--- src/rtl/insn_dispatch_pkg.sv ---
package insn_dispatch_pkg;

    localparam int NUM_UNITS  = 3;
    localparam int UNIT_INT   = 0;
    localparam int UNIT_FP    = 1;
    localparam int UNIT_LS    = 2;

    localparam int CLS_LSB    = 0;
    localparam int CLS_W      = 2;
    localparam int FP_OP_LSB  = 2;
    localparam int FP_OP_W    = 3;
    localparam int FP_DBL_BIT = 5;

    typedef enum logic [CLS_W-1:0] {
        CLS_INT = 2'b00,
        CLS_FP  = 2'b01,
        CLS_LS  = 2'b10,
        CLS_RSV = 2'b11
    } insn_cls_e;

    // One-hot unit selection for a class code; reserved code goes to integer.
    function automatic logic [NUM_UNITS-1:0] cls_to_sel(input logic [CLS_W-1:0] code);
        logic [NUM_UNITS-1:0] sel;
        sel = '0;
        case (insn_cls_e'(code))
            CLS_FP:  sel[UNIT_FP]  = 1'b1;
            CLS_LS:  sel[UNIT_LS]  = 1'b1;
            default: sel[UNIT_INT] = 1'b1;
        endcase
        return sel;
    endfunction

endpackage

--- src/rtl/dispatch_fifo.sv ---
module dispatch_fifo #(
    parameter int W     = 16,
    parameter int DEPTH = 8
) (
    input  logic                         clk,
    input  logic                         rst_n,
    input  logic                         push_valid,
    output logic                         push_ready,
    input  logic [W-1:0]                 push_data,
    input  logic                         pop,
    output logic                         head_valid,
    output logic [W-1:0]                 head_data,
    output logic [$clog2(DEPTH+1)-1:0]   level
);

    localparam int AW = (DEPTH > 1) ? $clog2(DEPTH) : 1;
    localparam int LW = $clog2(DEPTH + 1);

    typedef struct packed {
        logic [DEPTH-1:0][W-1:0] mem;
        logic [AW-1:0]           rd;
        logic [AW-1:0]           wr;
        logic [LW-1:0]           cnt;
    } fifo_st_t;

    fifo_st_t st_d, st_q;

    function automatic logic [AW-1:0] ptr_inc(input logic [AW-1:0] p);
        return (p == AW'(DEPTH - 1)) ? '0 : p + AW'(1);
    endfunction

    logic do_push, do_pop;

    always_comb begin
        st_d    = st_q;
        do_push = push_valid && push_ready;
        do_pop  = pop && (st_q.cnt != '0);
        if (do_push) begin
            st_d.mem[st_q.wr] = push_data;
            st_d.wr           = ptr_inc(st_q.wr);
        end
        if (do_pop) begin
            st_d.rd = ptr_inc(st_q.rd);
        end
        case ({do_push, do_pop})
            2'b10:   st_d.cnt = st_q.cnt + LW'(1);
            2'b01:   st_d.cnt = st_q.cnt - LW'(1);
            default: st_d.cnt = st_q.cnt;
        endcase
    end

    always_ff @(posedge clk or negedge rst_n) begin
        if (!rst_n) begin
            st_q <= '0;
        end else begin
            st_q <= st_d;
        end
    end

    assign push_ready = (st_q.cnt != LW'(DEPTH));
    assign head_valid = (st_q.cnt != '0);
    assign head_data  = st_q.mem[st_q.rd];
    assign level      = st_q.cnt;

endmodule

--- src/rtl/unit_slot.sv ---
module unit_slot #(
    parameter int W = 16
) (
    input  logic         clk,
    input  logic         rst_n,
    input  logic         load_i,
    input  logic [W-1:0] data_i,
    input  logic         ready_i,
    output logic         valid_o,
    output logic [W-1:0] data_o,
    output logic         free_o
);

    typedef struct packed {
        logic         vld;
        logic [W-1:0] data;
    } slot_st_t;

    slot_st_t st_d, st_q;

    always_comb begin
        st_d = st_q;
        if (load_i) begin
            st_d.vld  = 1'b1;
            st_d.data = data_i;
        end else if (st_q.vld && ready_i) begin
            st_d.vld  = 1'b0;
        end
    end

    always_ff @(posedge clk or negedge rst_n) begin
        if (!rst_n) begin
            st_q <= '0;
        end else begin
            st_q <= st_d;
        end
    end

    assign valid_o = st_q.vld;
    assign data_o  = st_q.data;
    // Free when empty or when the unit takes the current entry this cycle.
    assign free_o  = !st_q.vld || ready_i;

endmodule

--- src/rtl/trace_timer.sv ---
module trace_timer #(
    parameter int CNT_W = 16
) (
    input  logic             clk,
    input  logic             rst_n,
    input  logic             push_i,
    input  logic             busy_i,
    input  logic             idle_i,
    input  logic [1:0]       hs_cnt_i,
    output logic             active_o,
    output logic [CNT_W-1:0] cycles_o,
    output logic [CNT_W-1:0] done_o
);

    typedef struct packed {
        logic             active;
        logic [CNT_W-1:0] cycles;
        logic [CNT_W-1:0] done;
    } timer_st_t;

    timer_st_t st_d, st_q;
    logic      quiet;

    always_comb begin
        st_d  = st_q;
        quiet = !busy_i && idle_i && !push_i;
        st_d.done = st_q.done + CNT_W'(hs_cnt_i);
        if (st_q.active) begin
            st_d.cycles = st_q.cycles + CNT_W'(1);
        end
        st_d.active = push_i || (st_q.active && !quiet);
    end

    always_ff @(posedge clk or negedge rst_n) begin
        if (!rst_n) begin
            st_q <= '0;
        end else begin
            st_q <= st_d;
        end
    end

    assign active_o = st_q.active;
    assign cycles_o = st_q.cycles;
    assign done_o   = st_q.done;

endmodule

--- src/rtl/insn_dispatch.sv ---
module insn_dispatch
    import insn_dispatch_pkg::*;
#(
    parameter int W     = 16,
    parameter int DEPTH = 8,
    parameter int CNT_W = 16
) (
    input  logic             clk,
    input  logic             rst_n,
    input  logic             in_valid,
    output logic             in_ready,
    input  logic [W-1:0]     in_insn,
    input  logic             units_idle,
    output logic             int_valid,
    input  logic             int_ready,
    output logic [W-1:0]     int_insn,
    output logic             fp_valid,
    input  logic             fp_ready,
    output logic [W-1:0]     fp_insn,
    output logic [2:0]       fp_op,
    output logic             fp_dbl,
    output logic             ls_valid,
    input  logic             ls_ready,
    output logic [W-1:0]     ls_insn,
    output logic [CNT_W-1:0] done_cnt,
    output logic             trace_active,
    output logic [CNT_W-1:0] trace_cycles
);

    localparam int LVL_W = $clog2(DEPTH + 1);

    logic                           head_valid;
    logic [W-1:0]                   head_data;
    logic [LVL_W-1:0]               fifo_level;
    logic [NUM_UNITS-1:0]           head_sel;
    logic [NUM_UNITS-1:0]           slot_vld;
    logic [NUM_UNITS-1:0]           slot_rdy;
    logic [NUM_UNITS-1:0]           slot_free;
    logic [NUM_UNITS-1:0]           slot_load;
    logic [NUM_UNITS-1:0][W-1:0]    slot_data;
    logic                           dispatch;
    logic [1:0]                     hs_cnt;
    logic                           busy;

    dispatch_fifo #(.W(W), .DEPTH(DEPTH)) u_fifo (
        .clk        (clk),
        .rst_n      (rst_n),
        .push_valid (in_valid),
        .push_ready (in_ready),
        .push_data  (in_insn),
        .pop        (dispatch),
        .head_valid (head_valid),
        .head_data  (head_data),
        .level      (fifo_level)
    );

    assign slot_rdy[UNIT_INT] = int_ready;
    assign slot_rdy[UNIT_FP]  = fp_ready;
    assign slot_rdy[UNIT_LS]  = ls_ready;

    // Head decode and in-order issue: only the head may move.
    always_comb begin
        head_sel  = head_valid ? cls_to_sel(head_data[CLS_LSB +: CLS_W]) : '0;
        dispatch  = |(head_sel & slot_free);
        slot_load = dispatch ? head_sel : '0;
    end

    for (genvar u = 0; u < NUM_UNITS; u++) begin : g_slot
        unit_slot #(.W(W)) u_slot (
            .clk     (clk),
            .rst_n   (rst_n),
            .load_i  (slot_load[u]),
            .data_i  (head_data),
            .ready_i (slot_rdy[u]),
            .valid_o (slot_vld[u]),
            .data_o  (slot_data[u]),
            .free_o  (slot_free[u])
        );
    end

    always_comb begin
        hs_cnt = '0;
        for (int u = 0; u < NUM_UNITS; u++) begin
            hs_cnt = hs_cnt + 2'(slot_vld[u] && slot_rdy[u]);
        end
        busy = head_valid || (|slot_vld);
    end

    trace_timer #(.CNT_W(CNT_W)) u_timer (
        .clk      (clk),
        .rst_n    (rst_n),
        .push_i   (in_valid && in_ready),
        .busy_i   (busy),
        .idle_i   (units_idle),
        .hs_cnt_i (hs_cnt),
        .active_o (trace_active),
        .cycles_o (trace_cycles),
        .done_o   (done_cnt)
    );

    assign int_valid = slot_vld[UNIT_INT];
    assign int_insn  = slot_data[UNIT_INT];
    assign fp_valid  = slot_vld[UNIT_FP];
    assign fp_insn   = slot_data[UNIT_FP];
    assign fp_op     = slot_data[UNIT_FP][FP_OP_LSB +: FP_OP_W];
    assign fp_dbl    = slot_data[UNIT_FP][FP_DBL_BIT];
    assign ls_valid  = slot_vld[UNIT_LS];
    assign ls_insn   = slot_data[UNIT_LS];

endmodule

--- config.mk ---
export PLATFORM = sky130hd
export DESIGN_NAME = insn_dispatch
export DESIGN_NICKNAME = d
export VERILOG_FILES = /design/src/rtl/insn_dispatch_pkg.sv /design/src/rtl/dispatch_fifo.sv /design/src/rtl/unit_slot.sv /design/src/rtl/trace_timer.sv /design/src/rtl/insn_dispatch.sv
export SDC_FILE = /design/constraint.sdc
export NUM_CORES = 1
export LEC_CHECK = 0
export CAP_MARGIN = 20
export CORE_MARGIN = 2
export CORE_UTILIZATION = 40
export CTS_CLUSTER_DIAMETER = 150
export CTS_CLUSTER_SIZE = 8
export DETAILED_ROUTE_END_ITERATION = 10
export HOLD_SLACK_MARGIN = 0.06
export PLACE_DENSITY = 0.67
export SETUP_SLACK_MARGIN = 0.2
export SLEW_MARGIN = 20
export SYNTH_ARGS = -nofsm -noshare
export SYNTH_HDL_FRONTEND = slang
export SYNTH_SLANG_ARGS = --single-unit
--- constraint.sdc ---
create_clock -name clk -period 7.7 [get_ports clk]
set_input_delay 1.54 -clock clk [delete_from_list [all_inputs] [get_ports clk]]
set_output_delay 1.54 -clock clk [all_outputs]
set_load 0.03 [all_outputs]
== Yosys cells after proc, flatten, opt, wreduce, memory -nomap -nowiden ==
Cells that the tools add are included.

* Flip-flop bits (word level): 222
* Input bits: 23
* Output and inout port bits: 89
* Logic and storage cells: 86

* $add $sub $neg: 8
* $lt $le $gt $ge: 3
* Equality and inequality tests: 7
* Mux-type cells: 19
* Bitwise operators: 1
* Reduce and logical (&&, ||, !) cells: 28

{| class="wikitable"
|+ Operators by type and width
! kind !! number
|-
| bitwise mux 128 bit || 1
|-
| binary-select mux 16 bit (select 3 bit) || 1
|-
| demux 16 bit (select 3 bit) || 1
|-
| two-way mux 16 bit || 2
|-
| adder 16 x 1 -> 16 bit (second input constant) || 1
|-
| adder 16 x 2 -> 16 bit || 1
|-
| two-way mux 3 bit || 4
|-
| logical AND 1 bit || 9
|-
| two-way mux 1 bit || 9
|-
| less-than comparator 3 x 4 -> 1 bit (second input constant) || 2
|-
| case mux 4 bit (2 select lines) || 1
|-
| nonzero test 2 bit || 4
|-
| adder 3 x 1 -> 3 bit (second input constant) || 2
|-
| equality test 3 bit (second input constant) || 2
|-
| logical NOT 1 bit || 6
|-
| OR reduction 3 bit || 2
|-
| logical OR 1 bit || 5
|-
| adder 4 x 1 -> 4 bit (second input constant) || 1
|-
| equality test 2 x 1 -> 1 bit (second input constant) || 2
|-
| equality test 2 bit (second input constant) || 2
|-
| inequality test 4 bit (second input constant) || 1
|-
| nonzero test 4 bit || 1
|-
| subtractor 4 x 1 -> 4 bit (second input constant) || 1
|-
| bitwise AND 3 bit || 1
|-
| other kinds (4) || 4
|}

== Depth between registers and ports, before layout ==
* Word-level depth: 11
* Depth in mapped cells: 15

== By module ==
From an unflattened synthesis, not the netlist that was laid out.

* Cells, all modules: 641
* Area total of the unflattened synthesis: 10223.6 sq um

{| class="wikitable"
|+ By module, submodules not included
! module !! instances !! cells an instance !! area each (sq um)
|-
| dispatch_fifo || 1 || 389 || 6580.1
|-
| unit_slot || 3 || 37 || 683.2
|-
| trace_timer || 1 || 118 || 1431.4
|-
| insn_dispatch || 1 || 23 || 162.7
|}

== Worst setup path before layout ==
OpenSTA, ideal clock, no wires.

* Kind: register to register
* Start point: register u_fifo.st_q[9] (netlist bit)
* End point: register u_fifo.st_q, in the netlist u_fifo.level[2]
* Setup time: 126 ps
* Data arrival time: 3373 ps
* Required time: 7574 ps
* Slack: 4201 ps
* Cell stages (with the launch flop): 16
* Buffers on the path: 2
* Period minus slack after synthesis: 3499 ps
* Cells stage by stage: dfrtp_1 > clkbuf_1 > clkbuf_1 > mux4_2 > mux2_2 > inv_1 > ha_1 > and2_1 > o31a_1 > ha_1 > xor2_1 > ha_1 > a21oi_1 > xor2_1 > nor2_1 > xor2_1

* Cells in the longest elaborated chain, start to end: 11

{| class="wikitable"
|+ Ends and longest elaborated chain
! what !! RTL line !! text
|-
| start, declared || dispatch_fifo.sv:26 || <nowiki>fifo_st_t st_d, st_q;</nowiki>
|-
| start signal, assigned || dispatch_fifo.sv:56 || <nowiki>st_q <= st_d;</nowiki>
|-
| binary-select mux 16 bit (select 3 bit) (*) || dispatch_fifo.sv:62 || <nowiki>assign head_data = st_q.mem[st_q.rd];</nowiki>
|-
| two-way mux 16 bit (not written as such) (*) || dispatch_fifo.sv:62 ||
|-
| named net g_slot[0].u_slot.data_i[0] || unit_slot.sv:7 || <nowiki>input logic [W-1:0] data_i,</nowiki>
|-
| equality test 2 bit / equality test 2 x 1 -> 1 bit (equally long branches) || insn_dispatch_pkg.sv:25 || <nowiki>case (insn_cls_e'(code))</nowiki>
|-
| OR reduction 2 bit (no source line) || -- ||
|-
| two-way mux 1 bit || insn_dispatch_pkg.sv:25 ||
|-
| two-way mux 3 bit (*) || insn_dispatch.sv:63 || <nowiki>head_sel = head_valid ? cls_to_sel(head_data[CLS_LSB +: CLS_W]) : '0;</nowiki>
|-
| bitwise AND 3 bit (*) || insn_dispatch.sv:64 || <nowiki>dispatch = |(head_sel & slot_free);</nowiki>
|-
| OR reduction 3 bit (*) || insn_dispatch.sv:64 ||
|-
| logical AND 1 bit (*) || dispatch_fifo.sv:37 || <nowiki>do_pop = pop && (st_q.cnt != '0);</nowiki>
|-
| named net u_fifo.do_pop || dispatch_fifo.sv:32 || <nowiki>logic do_push, do_pop;</nowiki>
|-
| equality test 2 x 1 -> 1 bit / equality test 2 bit (equally long branches) || dispatch_fifo.sv:45 || <nowiki>case ({do_push, do_pop})</nowiki>
|-
| case mux 4 bit (2 select lines) / nonzero test 2 bit (equally long branches) || -- ||
|}

Mark *: on every way through the listed nets, which the timed path passes. The rest lies on a longest branch. The select of a mux whose other input is x is not followed.
A chain may end at the register's enable or synchronous reset.

== Worst setup path in the final report ==
* Start point: register u_fifo.st_q[7] (netlist bit)
* End point: register u_fifo.st_q, in the netlist u_fifo.level[2]

Same word-level chain as after synthesis.

==> out/metrics.cfg <==
[outcome]
status=finished clean

[sta]
grt_setup_unrepaired=false
hold_violations=0
maxSlewHeadroom_pct=31.0
tightest_slew_ps=1030
max_clock_freq_ghz=0.249
fin_setup_tns_ps=0
maxSlewViolCount=0
finClkSkew_ps=15.5
setup_violations=0
fin_crit_sh_pct=52.1
whs_ps=462
period_needed_ps=4010

[clock_tree]
clock_sinks=222
cts_tree=built
htreeDepth=1
cts_setup_buffers=0
clock_latency_ps=560
cts.clk_slew.worst_paths_ps=50
hold_buffers=0
cts_resized=0
cts_root_buf=clkbuf_16
cts_buffers=31
max-clock-path-buffers=3

[detailed_routing]
detailroute.via_count=5722
ant_nets=0
first_pass_iters=4
viasPerCell=5.30
wl_per_cell_um=20.0
drc=0
wl_mm=21.5
first_iter_violations=406

[setup_path]
crit_path_start_kind=flop
criticalPathCategory=reg2reg
required_ps=8120
worst_ep_arrival_time_ps=4440
cp_cell_sequence=buf_4 -> mux4_2 -> mux2_2 -> ha_1 -> and2_1 -> o31a_1 -> ha_1 -> xor2_1 -> ha_1 -> a21oi_1 -> xor2_1 -> nor2_1 -> xor2_1
critPathMaxFanout=35
end_kind=flop
cp_slowest_cell=mux4_2
max_stage_delay_ps=580

[final_layout]
layout_common_cells=220 x dfrtp_1, 187 x mux2_2, 110 x clkdlybuf4s50_1
nNetsFinal=788
area_growth_pct=22.3
n_fill_cell=2043
drive_gt1_share_pct=37.3
mostFrequentLayoutCell=dfrtp_1

[placement]
portBuffers=111
place_hpwl_mm=13.8
routabilityCongestion=0.795

[synth]
synthArstFlopShare_pct=100
yosys.cell_types.count=41
yosysSeqAreaShare_pct=56.5
yosys_warnings=0
synth_mux_area_share_pct=30.3
synth_edf_count=0
yosys.area_share.simple_pct=5.01
synth_nets=675
synthCells=638
synth_xor_area_share_pct=3.03
synth_top_family_by_area=multiplexers
avgSynthCellArea_um2=15.4
yosys.area_share.adder_pct=1.93
netlist_area_um2=9840
synthTopCellsByArea=dfrtp_1 56%, mux2_2 21%, mux4_2 7.3%, xnor2_1 1.9%, ha_1 1.5%
synth-main-ff-cell=dfrtp_1
synth.largest_area_cell=dfrtp_1
synth_compound_area_share_pct=0.865
ys_ff_latch=222
synth_top_area_share_pct=56.5

[floorplanning]
initial_core_util_pct=40.6
ioPinCount=112
die_w_um=161
die_h_um=161
num_rows=57
die_area_um2=25900
core_region_area_um2=24200

[power_and_ir_drop]
p_leak_nw=5.21
vdd_drop_max_uv=261
p_per_area_nw_per_um2=527

[run]
maxCapViolations=0

[grt]
grt.total_usage_pct=17.0
overflow=0
grt_pass1_wl_mm=35.0
grt_pass1_vias=6331
grt_antenna_before_repair=2
grt_max_degree=91

[hold_path]
hold_class=reg2reg

[final timing paths]
kind / end / slack (ps) / cells after the start / startpoint
worst max register to register: u_fifo.level[2] / 3690 / 13 / u_fifo.st_q[7]
worst min register to register: u_timer.done_o[15] / 460 / 1 / u_timer.done_o[15]
max in group asynchronous: u_fifo.st_q[133] / 5490 / 3 / rst_n
worst min-delay path: u_timer.done_o[15] / 460 / 1 / u_timer.done_o[15]
min in group asynchronous: u_fifo.level[0] / 1060 / 1 / rst_n
worst max-delay path: u_fifo.level[2] / 3690 / 13 / u_fifo.st_q[7]
[cell usage after synthesis (3+ instances only)]
cell type	instances
clkbuf_1	14
nand4b_2	3
and2_1	4
nand2b_1	4
o311a_1	3
buf_4	12
dfrtp_1	222
inv_1	9
nand2_1	24
mux2_2	187
mux4_2	32
mux2_4	10
nand3_1	8
and3_1	3
ha_1	12
xnor2_1	21
nand4_1	8
buf_2	7
nor2_1	10
nor3_1	5
xor2_1	13
[flip-flops by register name (all words and copies together) (netlist names)]
| name | count |
|---|---|
| u_fifo.st_q | 134 |
| u_fifo.level | 4 |
| u_timer.done_o | 16 |
| u_timer.active_o | 1 |
| g_slot.u_slot.valid_o | 3 |
| g_slot.u_slot.data_o | 48 |
| u_timer.cycles_o | 16 |
[metal layers]
layer / vias up / GRT usage [%] / routed length [um]
met2: 146 / 28.6 / 10600
met3: 36 / 2.94 / 926
met4: 0 / 5.44 / 483
met5: - / 0 / 0
met1: 3022 / 22.6 / 9490
li1: 2518 / - / -
[per-stage QoR]
step	util, %	setup WS (ps)	cells	total power [mW]	instance area [um2]
2_1_floorplan	-	4200	638	4.27	9840
3_3_place_gp	46.1	3720	1041	5.02	11200
3_5_place_dp	46.1	3620	1041	5.18	11200
4_1_cts	49.5	3640	1076	6.40	12000
5_1_grt	49.6	3470	1078	6.71	12000
6_report	49.6	3690	1079	6.33	12000
[logic make-up after synthesis]
group	count (synthesis)
AOI/OAI and AO/OA	11
xor gates and xnor gates	34
adders and majority gates	14
buffers and inverters	45
DFF	222
muxes	229
and+or+nand+nor	83
[final cells by class]
type	count	area [um2]	area share, %
well taps	324	405	3.37
inverters	10	37.5	0.312
clock inverters	1	20.0	0.166
flip-flops and latches	222	5560	46.2
repair buffers	115	1160	9.68
diodes	2	5.00	0.0416
clock buffers	34	797	6.63
multi-input cells	371	4040	33.6
[critical path: cells and delay by family (launching register included)]
| kind | cells | cell delay (ps) |
|---|---|---|
| fa+ha+maj | 3 | 810 |
| xor+xnor | 3 | 470 |
| simple gates | 2 | 240 |
| flops | 1 | 330 |
| compound gates | 2 | 560 |
| buf+inv | 1 | 560 |
| mux | 2 | 910 |
[power by group]
part / switching, mW / total, mW / internal [mW] / leakage [nW]
logic: 1.40 / 3.01 / 1.61 / 2.10
clock network: 0.469 / 1.18 / 0.716 / 0.401
registers: 0.403 / 2.14 / 1.74 / 2.71
(Power assumes the default switching activity.)
